[src/rtl/cfg_loader_pkg.sv]
package cfg_loader_pkg;
  typedef enum logic [2:0] {
    ST_IDLE,
    ST_SIG_REQ,
    ST_SIG_WAIT,
    ST_LEN_REQ,
    ST_LEN_WAIT,
    ST_DAT_REQ,
    ST_DAT_WAIT
  } ld_state_t;

  localparam logic [7:0] SIG_VALUE = 8'hA5;
endpackage

[src/rtl/cfg_loader_ptr.sv]
// Memory byte pointer. It saturates one past the last address, so the
// controller can see the end of the memory before it issues a read.
module cfg_loader_ptr #(
  parameter int MEM_BYTES = 256,
  localparam int PW = $clog2(MEM_BYTES + 1)
) (
  input  logic          clk,
  input  logic          rst,
  input  logic          clr,
  input  logic          inc,
  output logic [PW-1:0] ptr,
  output logic          at_end
);
  localparam logic [PW-1:0] LIMIT = PW'(MEM_BYTES);

  always_ff @(posedge clk) begin
    if (rst || clr) ptr <= '0;
    else if (inc && !at_end) ptr <= ptr + 1'b1;
  end

  assign at_end = (ptr == LIMIT);

  // the pointer never goes past one beyond the last address
  a_r6_ptr_bounded: assert property (@(posedge clk) disable iff (rst)
    ptr <= LIMIT);
endmodule

[src/rtl/cfg_loader_emit.sv]
// Registered output stage for the configuration writes.
module cfg_loader_emit #(
  parameter int CFG_AW = 8,
  parameter int IDX_W  = 8
) (
  input  logic              clk,
  input  logic              rst,
  input  logic              fire,
  input  logic [IDX_W-1:0]  idx,
  input  logic [7:0]        data,
  output logic              we_o,
  output logic [CFG_AW-1:0] addr_o,
  output logic [7:0]        data_o
);
  always_ff @(posedge clk) begin
    if (rst) begin
      we_o   <= 1'b0;
      addr_o <= '0;
      data_o <= '0;
    end else begin
      we_o <= fire;
      if (fire) begin
        addr_o <= CFG_AW'(idx);
        data_o <= data;
      end
    end
  end
endmodule

[src/rtl/cfg_loader.sv]
module cfg_loader
  import cfg_loader_pkg::*;
#(
  parameter int MEM_BYTES = 256,
  parameter int CFG_AW    = 8,
  localparam int AW = $clog2(MEM_BYTES),
  localparam int PW = $clog2(MEM_BYTES + 1)
) (
  input  logic              clk,
  input  logic              rst,
  input  logic              start_i,
  output logic              done_o,
  output logic              ready_o,
  output logic              loaded_o,
  output logic              overflow_o,
  output logic              rd_req_o,
  output logic [AW-1:0]     rd_addr_o,
  input  logic              rd_ack_i,
  input  logic [7:0]        rd_data_i,
  input  logic              rd_err_i,
  output logic              cfg_we_o,
  output logic [CFG_AW-1:0] cfg_addr_o,
  output logic [7:0]        cfg_data_o
);
  ld_state_t     state;
  logic          boot_q;
  logic [7:0]    cnt, idx;
  logic [PW-1:0] ptr;
  logic          at_end, go, req_st, wait_st, fire, ptr_inc;

  assign go      = (state == ST_IDLE) && (start_i || boot_q);
  assign req_st  = (state == ST_SIG_REQ) || (state == ST_LEN_REQ) || (state == ST_DAT_REQ);
  assign wait_st = (state == ST_SIG_WAIT) || (state == ST_LEN_WAIT) || (state == ST_DAT_WAIT);
  assign ptr_inc = wait_st && rd_ack_i;
  assign fire    = (state == ST_DAT_WAIT) && rd_ack_i && !rd_err_i;

  assign rd_req_o  = req_st && !at_end;
  assign rd_addr_o = ptr[AW-1:0];

  cfg_loader_ptr #(.MEM_BYTES(MEM_BYTES)) u_ptr (
    .clk(clk), .rst(rst), .clr(go), .inc(ptr_inc), .ptr(ptr), .at_end(at_end)
  );

  cfg_loader_emit #(.CFG_AW(CFG_AW), .IDX_W(8)) u_emit (
    .clk(clk), .rst(rst), .fire(fire), .idx(idx), .data(rd_data_i),
    .we_o(cfg_we_o), .addr_o(cfg_addr_o), .data_o(cfg_data_o)
  );

  always_ff @(posedge clk) begin
    if (rst) begin
      state      <= ST_IDLE;
      boot_q     <= 1'b1;
      ready_o    <= 1'b0;
      done_o     <= 1'b0;
      loaded_o   <= 1'b0;
      overflow_o <= 1'b0;
      cnt        <= '0;
      idx        <= '0;
    end else begin
      done_o <= 1'b0;
      case (state)
        ST_IDLE: if (go) begin
          state      <= ST_SIG_REQ;
          boot_q     <= 1'b0;
          ready_o    <= 1'b0;
          loaded_o   <= 1'b0;
          overflow_o <= 1'b0;
          idx        <= '0;
        end
        ST_SIG_REQ, ST_LEN_REQ, ST_DAT_REQ: begin
          if (at_end) begin
            overflow_o <= 1'b1;
            state      <= ST_IDLE;
            ready_o    <= 1'b1;
            done_o     <= 1'b1;
          end else begin
            state <= ld_state_t'(state + 3'd1);
          end
        end
        ST_SIG_WAIT: if (rd_ack_i) begin
          if (rd_err_i || rd_data_i != SIG_VALUE) begin
            state   <= ST_IDLE;
            ready_o <= 1'b1;
            done_o  <= 1'b1;
          end else begin
            state <= ST_LEN_REQ;
          end
        end
        ST_LEN_WAIT: if (rd_ack_i) begin
          if (rd_err_i || rd_data_i == 8'd0) begin
            state    <= ST_IDLE;
            ready_o  <= 1'b1;
            done_o   <= 1'b1;
            loaded_o <= !rd_err_i;
          end else begin
            cnt   <= rd_data_i;
            state <= ST_DAT_REQ;
          end
        end
        ST_DAT_WAIT: if (rd_ack_i) begin
          if (rd_err_i || idx == cnt - 8'd1) begin
            state    <= ST_IDLE;
            ready_o  <= 1'b1;
            done_o   <= 1'b1;
            loaded_o <= !rd_err_i;
          end else begin
            state <= ST_DAT_REQ;
          end
          idx <= idx + 8'd1;
        end
        default: state <= ST_IDLE;
      endcase
    end
  end

  // ready stays low while a load is in progress
  a_r1_not_ready_busy: assert property (@(posedge clk) disable iff (rst)
    (state != ST_IDLE) |-> !ready_o);

  // read requests are single-cycle pulses
  a_r2_single_req: assert property (@(posedge clk) disable iff (rst)
    rd_req_o |=> !rd_req_o);

  // a signature mismatch ends the load, not loaded
  a_r3_bad_sig_fails: assert property (@(posedge clk) disable iff (rst)
    (state == ST_SIG_WAIT && rd_ack_i && rd_data_i != SIG_VALUE)
      |=> (state == ST_IDLE && !loaded_o));

  // each configuration write follows a read response
  a_r4_write_after_ack: assert property (@(posedge clk) disable iff (rst)
    cfg_we_o |-> $past(rd_ack_i));

  // loaded rises only at the end of a load
  a_r5_loaded_at_done: assert property (@(posedge clk) disable iff (rst)
    $rose(loaded_o) |-> done_o);

  // no read beyond the last memory address
  a_r6_no_read_past_end: assert property (@(posedge clk) disable iff (rst)
    rd_req_o |-> (ptr < PW'(MEM_BYTES)));

  // overflow is sticky until a new load starts
  a_r7_overflow_sticky: assert property (@(posedge clk) disable iff (rst)
    (overflow_o && !go) |=> overflow_o);
endmodule

[config.mk]
export PLATFORM = sky130hd
export DESIGN_NAME = cfg_loader
export DESIGN_NICKNAME = d
export VERILOG_FILES = /design/src/rtl/cfg_loader_pkg.sv /design/src/rtl/cfg_loader_ptr.sv /design/src/rtl/cfg_loader_emit.sv /design/src/rtl/cfg_loader.sv
export SDC_FILE = /design/constraint.sdc
export NUM_CORES = 1
export LEC_CHECK = 0
export BUFFER_PORTS_ARGS = -buffer_cell sky130_fd_sc_hd__buf_2
export CAP_MARGIN = 40
export CORE_ASPECT_RATIO = 1.4
export CORE_UTILIZATION = 62
export CTS_BUF_LIST = sky130_fd_sc_hd__clkbuf_8
export CTS_CLUSTER_DIAMETER = 120
export DETAILED_ROUTE_END_ITERATION = 10
export HOLD_SLACK_MARGIN = 0.1
export PLACE_DENSITY = 0.87
export RECOVER_POWER = 25
export SLEW_MARGIN = 20
export SYNTH_ARGS = -nofsm -noshare
export SYNTH_HDL_FRONTEND = slang
export SYNTH_SLANG_ARGS = --single-unit
[constraint.sdc]
create_clock -name clk -period 4.9 [get_ports clk]
set_clock_uncertainty 0.1 [all_clocks]
set_input_delay 1.47 -clock clk [delete_from_list [all_inputs] [get_ports clk]]
set_output_delay 1.47 -clock clk [all_outputs]
set_load 0.005 [all_outputs]
=== Word-level counts from Yosys, hierarchy flattened ===
Index checks and enable logic that the tools add are counted.

* Register bits after elaboration: 50
* Latch bits: 0
* RAM bits: 0
* ROM bits: 0
* Input bits: 13
* Memories: 0

* Add/subtract/negate cells: 4
* Multipliers: 0
* Divide/modulo/power cells: 0
* $lt $le $gt $ge: 0
* Equality and inequality tests: 17
* Shift-type cells: 0
* Mux-type cells: 35
* Bitwise gates (word level): 1
* Reduce and logical (&&, ||, !) cells: 31

{| class="wikitable"
|+ Operator list
! kind !! count
|-
| $mux W3 || 7
|-
| $mux W1 || 19
|-
| $mux W8 || 2
|-
| $pmux W8 S2 || 1
|-
| $pmux W3 S5 || 1
|-
| $ne A2 B1 Y1 const B || 5
|-
| $add A9 B1 Y9 const B || 1
|-
| $eq A3 B3 Y1 const B || 3
|-
| $eq A9 B9 Y1 const B || 1
|-
| $logic_or A1 B1 Y1 || 9
|-
| $reduce_and A3 Y1 || 3
|-
| $reduce_and A9 Y1 || 1
|-
| $add A8 B1 Y8 const B || 1
|-
| $eq A8 B8 Y1 || 1
|-
| $logic_not A8 Y1 || 1
|-
| $ne A8 B8 Y1 const B || 1
|-
| $sub A8 B1 Y8 const B || 1
|-
| $eq A3 B2 Y1 const B || 2
|-
| $logic_and A1 B1 Y1 || 6
|-
| $ne A2 B2 Y1 const B || 3
|-
| $reduce_and A6 Y1 || 1
|-
| $pmux W1 S5 || 1
|-
| $reduce_bool A5 Y1 || 1
|-
| $pmux W1 S4 || 1
|-
| 13 further kinds || 15
|}

=== Logic depth before layout (Yosys ltp) ===
* Word-level depth: 6
* Mapped depth: 10
* Gate-level depth less buffers: 10

=== By module ===
From an unflattened synthesis, not the netlist that was laid out.

* Cell total of the unflattened synthesis: 300
* Area total of the unflattened synthesis: 2611.3 um^2

{| class="wikitable"
|+ Modules (own cells, without submodules)
! module !! times used !! cells each !! area each (um^2) !! seq. area each (um^2)
|-
| cfg_loader || 1 || 193 || 1549.0 || 480.5
|-
| cfg_loader_emit || 1 || 54 || 608.1 || 340.3
|-
| cfg_loader_ptr || 1 || 53 || 454.2 || 180.2
|}

=== Least setup slack after synthesis ===
OpenSTA, ideal clock, no wires.

* Path type: input -> register
* Start: input rd_data_i[3]
* End: register loaded_o
* Arrival time: 2.946 ns
* Data required time: 4.679 ns
* Setup slack: 1.733 ns
* Stages: 7
* Path buffers: 1
* Cells stage by stage: nor4_1 nand2_1 and3_1 clkbuf_1 nor3_2 o21ai_2 mux2_4

* Cells in the longest elaborated chain, start to end: 4

{| class="wikitable"
|+ Ends and longest elaborated chain
! what !! line !! text
|-
| start, declared || cfg_loader.sv:19 || <nowiki>input logic [7:0] rd_data_i,</nowiki>
|-
| $logic_not A8 Y1 || cfg_loader.sv:90 || <nowiki>if (rd_err_i || rd_data_i == 8'd0) begin</nowiki>
|-
| $logic_or A1 B1 Y1 || cfg_loader.sv:90 ||
|-
| $ne A2 B1 Y1 (no source line) || - ||
|-
| $reduce_and A6 Y1 (no source line) || - ||
|-
| end signal, assigned || cfg_loader.sv:94 || <nowiki>loaded_o <= !rd_err_i;</nowiki>
|-
| end signal, assigned || cfg_loader.sv:105 || <nowiki>loaded_o <= !rd_err_i;</nowiki>
|-
| end, declared || cfg_loader.sv:14 || <nowiki>output logic loaded_o,</nowiki>
|}

Every way passes these cells.
A chain may end at the register's enable or synchronous reset.

=== Worst setup path in the final report ===
* Start: register u_ptr.ptr[0]
* End: output rd_req_o

* Cells in the longest elaborated chain, start to end: 3

{| class="wikitable"
|+ Ends and longest elaborated chain
! what !! line !! text
|-
| start, declared || cfg_loader_ptr.sv:11 || <nowiki>output logic [PW-1:0] ptr,</nowiki>
|-
| start signal, assigned || cfg_loader_ptr.sv:18 || <nowiki>else if (inc && !at_end) ptr <= ptr + 1'b1;</nowiki>
|-
| $eq A9 B9 Y1 || cfg_loader_ptr.sv:21 || <nowiki>assign at_end = (ptr == LIMIT);</nowiki>
|-
| $logic_not A1 Y1 || cfg_loader.sv:37 || <nowiki>assign rd_req_o = req_st && !at_end;</nowiki>
|-
| $logic_and A1 B1 Y1 || cfg_loader.sv:37 ||
|-
| end, declared || cfg_loader.sv:16 || <nowiki>output logic rd_req_o,</nowiki>
|}

Every way passes these cells.

==> flow_metrics.py <==
metrics = {
    "outcome": {
        "status": "complete, but fails checks",
        "violations": "capacitance limit, slew limit",
    },
    "synth": {
        "synthTopCellsByArea": "dfxtp_1, nand2_1, a21oi_1",
        "syn_area_per_cell_um2": 7.97,
        "synth-warning-count": 0,
        "synthArstFlopShare": 0,
        "synth_top_area_frac": 0.390,
        "syn_nets": 344,
        "synth_edf_count": 0,
        "synth_cells": 322,
        "yosysSeqAreaShare": 0.390,
        "ys_ff_latch": 50,
        "synth.cell_area_um2": 2570,
        "synth_top_area_cell": "dfxtp_1",
        "synth_cell_types": 46,
        "yosys_most_used_dff": "dfxtp_1",
    },
    "setup_path": {
        "path_class": "reg -> out",
        "path_max_fanout": 6,
        "endpoint_kind": "primary output",
        "startpoint_type": "flop",
        "crit_arrival_ps": 1900,
        "required_ps": 3330,
    },
    "layout": {
        "drive_gt1_frac": 0.168,
        "final_cell_mix": "nand2_1, dfxtp_1, buf_2, nor2_1, a21oi_1",
        "syn2layout_area_growth_pct": 9.94,
        "fillCellCount": 335,
        "layout_commonest_cell": "nand2_1",
        "fin_nets": 373,
        "num_antenna_cells": 0,
    },
    "grt": {
        "grt_max_degree": 38,
        "grt_use_total": 0.278,
        "grt_pass1_wl_mm": 9.63,
        "grt_overflow": 0,
        "antenna_found_initial": 0,
        "grt_pass1_vias": 2185,
    },
    "floorplan": {
        "initial_core_util": 0.650,
        "core-area_um2": 3950,
        "fp.dieArea_um2": 4410,
        "io_pins": 43,
        "placementRows": 27,
        "fp.dieH_um": 78.1,
        "die_w_um": 56.4,
    },
    "clock_network": {
        "clockBufferDepth": 2,
        "cts_hold_buf": 0,
        "cts_setup_buffers": 0,
        "clk_pin_slew_ps": 90,
        "htree_levels": 2,
        "cts_num_sinks": 50,
        "cts_tree": "done",
        "post_cts_resized": 0,
        "numCtsBuffers": 5,
        "clock_latency_ps": 310,
        "cts_root_buf": "clkbuf_8",
    },
    "power_and_ir_drop": {
        "p_leak_nw": 1.16,
        "power.total_uw": 868,
        "power_density_nw_per_um2": 307,
        "irDropWorstVdd_mv": 0.263,
    },
    "timing": {
        "hold_slack_ps": 356,
        "setup_tns_ps": 0,
        "setup_viol_count_final": 0,
        "fin_crit_sh": 0.709,
        "worst_pin_slew_ps": 1580,
        "max_slew_margin": -0.0528,
        "rsz0062_at_grt": "false",
        "final-hold-violation-count": 0,
        "period_needed_ps": 3470,
        "fmax_ghz": 0.288,
        "fin_ws_ps": 1430,
        "slew_viol_final": 38,
    },
    "run": {
        "maxCapViolCount": 1,
    },
    "worst_hold_path": {
        "holdCritPathClass": "reg -> reg",
    },
    "placed_design": {
        "place.gp.congestion": 0.912,
        "port_buffers": 42,
        "hpwl_mm": 4.18,
        "place_ws_ps": 1450,
    },
    "routing": {
        "drc_errors": 0,
        "initialDrtViolationCount": 69,
        "avgRoutedWirePerCell_um": 14.5,
        "drtAntennaViolNets": 0,
        "dr.pass1.iters": 4,
        "wirelength_mm": 5.71,
        "via_per_inst": 5.80,
        "vias": 2290,
    },
}
## metal layers
layer | global-route usage | part of all wire
met1 | 0.330 | 0.42
met2 | 0.480 | 0.52
met3 | 0.0445 | 0.026
met4 | 0.144 | 0.026
met5 | 0 | 0
## stage by stage
stage / instance area, um^2 / utilization / std cells
floorplan: 2570 / - / 322
global placement: 2720 / 0.689 / 386
detailed placement: 2730 / 0.692 / 387
CTS: 2830 / 0.716 / 395
global route: 2820 / 0.714 / 395
finish: 2820 / 0.714 / 395
## cell usage after synthesis (2+ instances only)
cell type	number
o21ai_0	8
or2_2	3
clkbuf_1	13
a31oi_1	3
nand3_1	10
nor2_1	34
or3_1	3
nor3b_1	2
buf_4	8
nor2b_1	2
a21o_1	4
nand4_1	10
a211oi_1	5
a22oi_1	2
nand2_1	52
xnor2_1	7
nor4_1	6
nor3_2	3
o21ai_1	2
xor2_1	13
nor3_1	5
ha_1	9
a21oi_1	28
and3_1	6
inv_1	12
dfxtp_1	50
o211ai_1	3
## report_power, final
| part | total (mW) | switching (mW) | internal (mW) |
|---|---|---|---|
| registers | 0.428 | 0.0111 | 0.417 |
| clock network | 0.252 | 0.139 | 0.114 |
| logic | 0.187 | 0.120 | 0.0677 |
| total | 0.868 | 0.269 | 0.598 |
## cells by family (layout without fill, tap and decap cells)
group	after synthesis	count (layout)	synth area share
flip-flops	50	50	0.390
AND/OR/NAND/NOR	145	145	0.278
adder cells (fa/ha/maj)	9	9	0.0439
buffers and inverters	34	64	0.0614
XOR/XNOR	20	20	0.0682
multiplexers	3	3	0.0141
AO/OA/AOI/OAI	61	61	0.144
## cell type report
type	count	area, um^2	area share
inverters	13	48.8	0.0173
well taps	43	53.8	0.0191
clock buffers	6	82.6	0.0293
repair buffers	43	215	0.0762
multi-input cells	238	1410	0.499
clock inverters	2	12.5	0.00443
flip-flops and latches	50	1000	0.355
## final timing paths
kind                     from               end  slack (ps)  depth (start not counted)
max              u_ptr.ptr[0]          rd_req_o        1430                          7
min          u_emit.data_o[7]  u_emit.data_o[7]         360                          2
max reg2reg            cnt[0]          loaded_o        2230                          9
min reg2reg  u_emit.data_o[7]  u_emit.data_o[7]         360                          2
## critical path, stage by stage (launching register included)
cell and delay [ps]:
dfxtp_1 440, inv_1 80, ha_1 190, nor4b_1 150, and4b_1 220, or2_2 300, inv_1 100, buf_2 120
## state kept, by name (all words and copies together) (netlist names)
| signal | cells |
|---|---|
| overflow_o | 1 |
| u_emit.data_o | 8 |
| u_emit.addr_o | 8 |
| u_emit.we_o | 1 |
| done_o | 1 |
| loaded_o | 1 |
| cnt | 8 |
| boot_q | 1 |
| ready_o | 1 |
| state | 3 |
| u_ptr.ptr | 9 |
| idx | 8 |
Note: power is estimated with default switching activity, not from simulation.
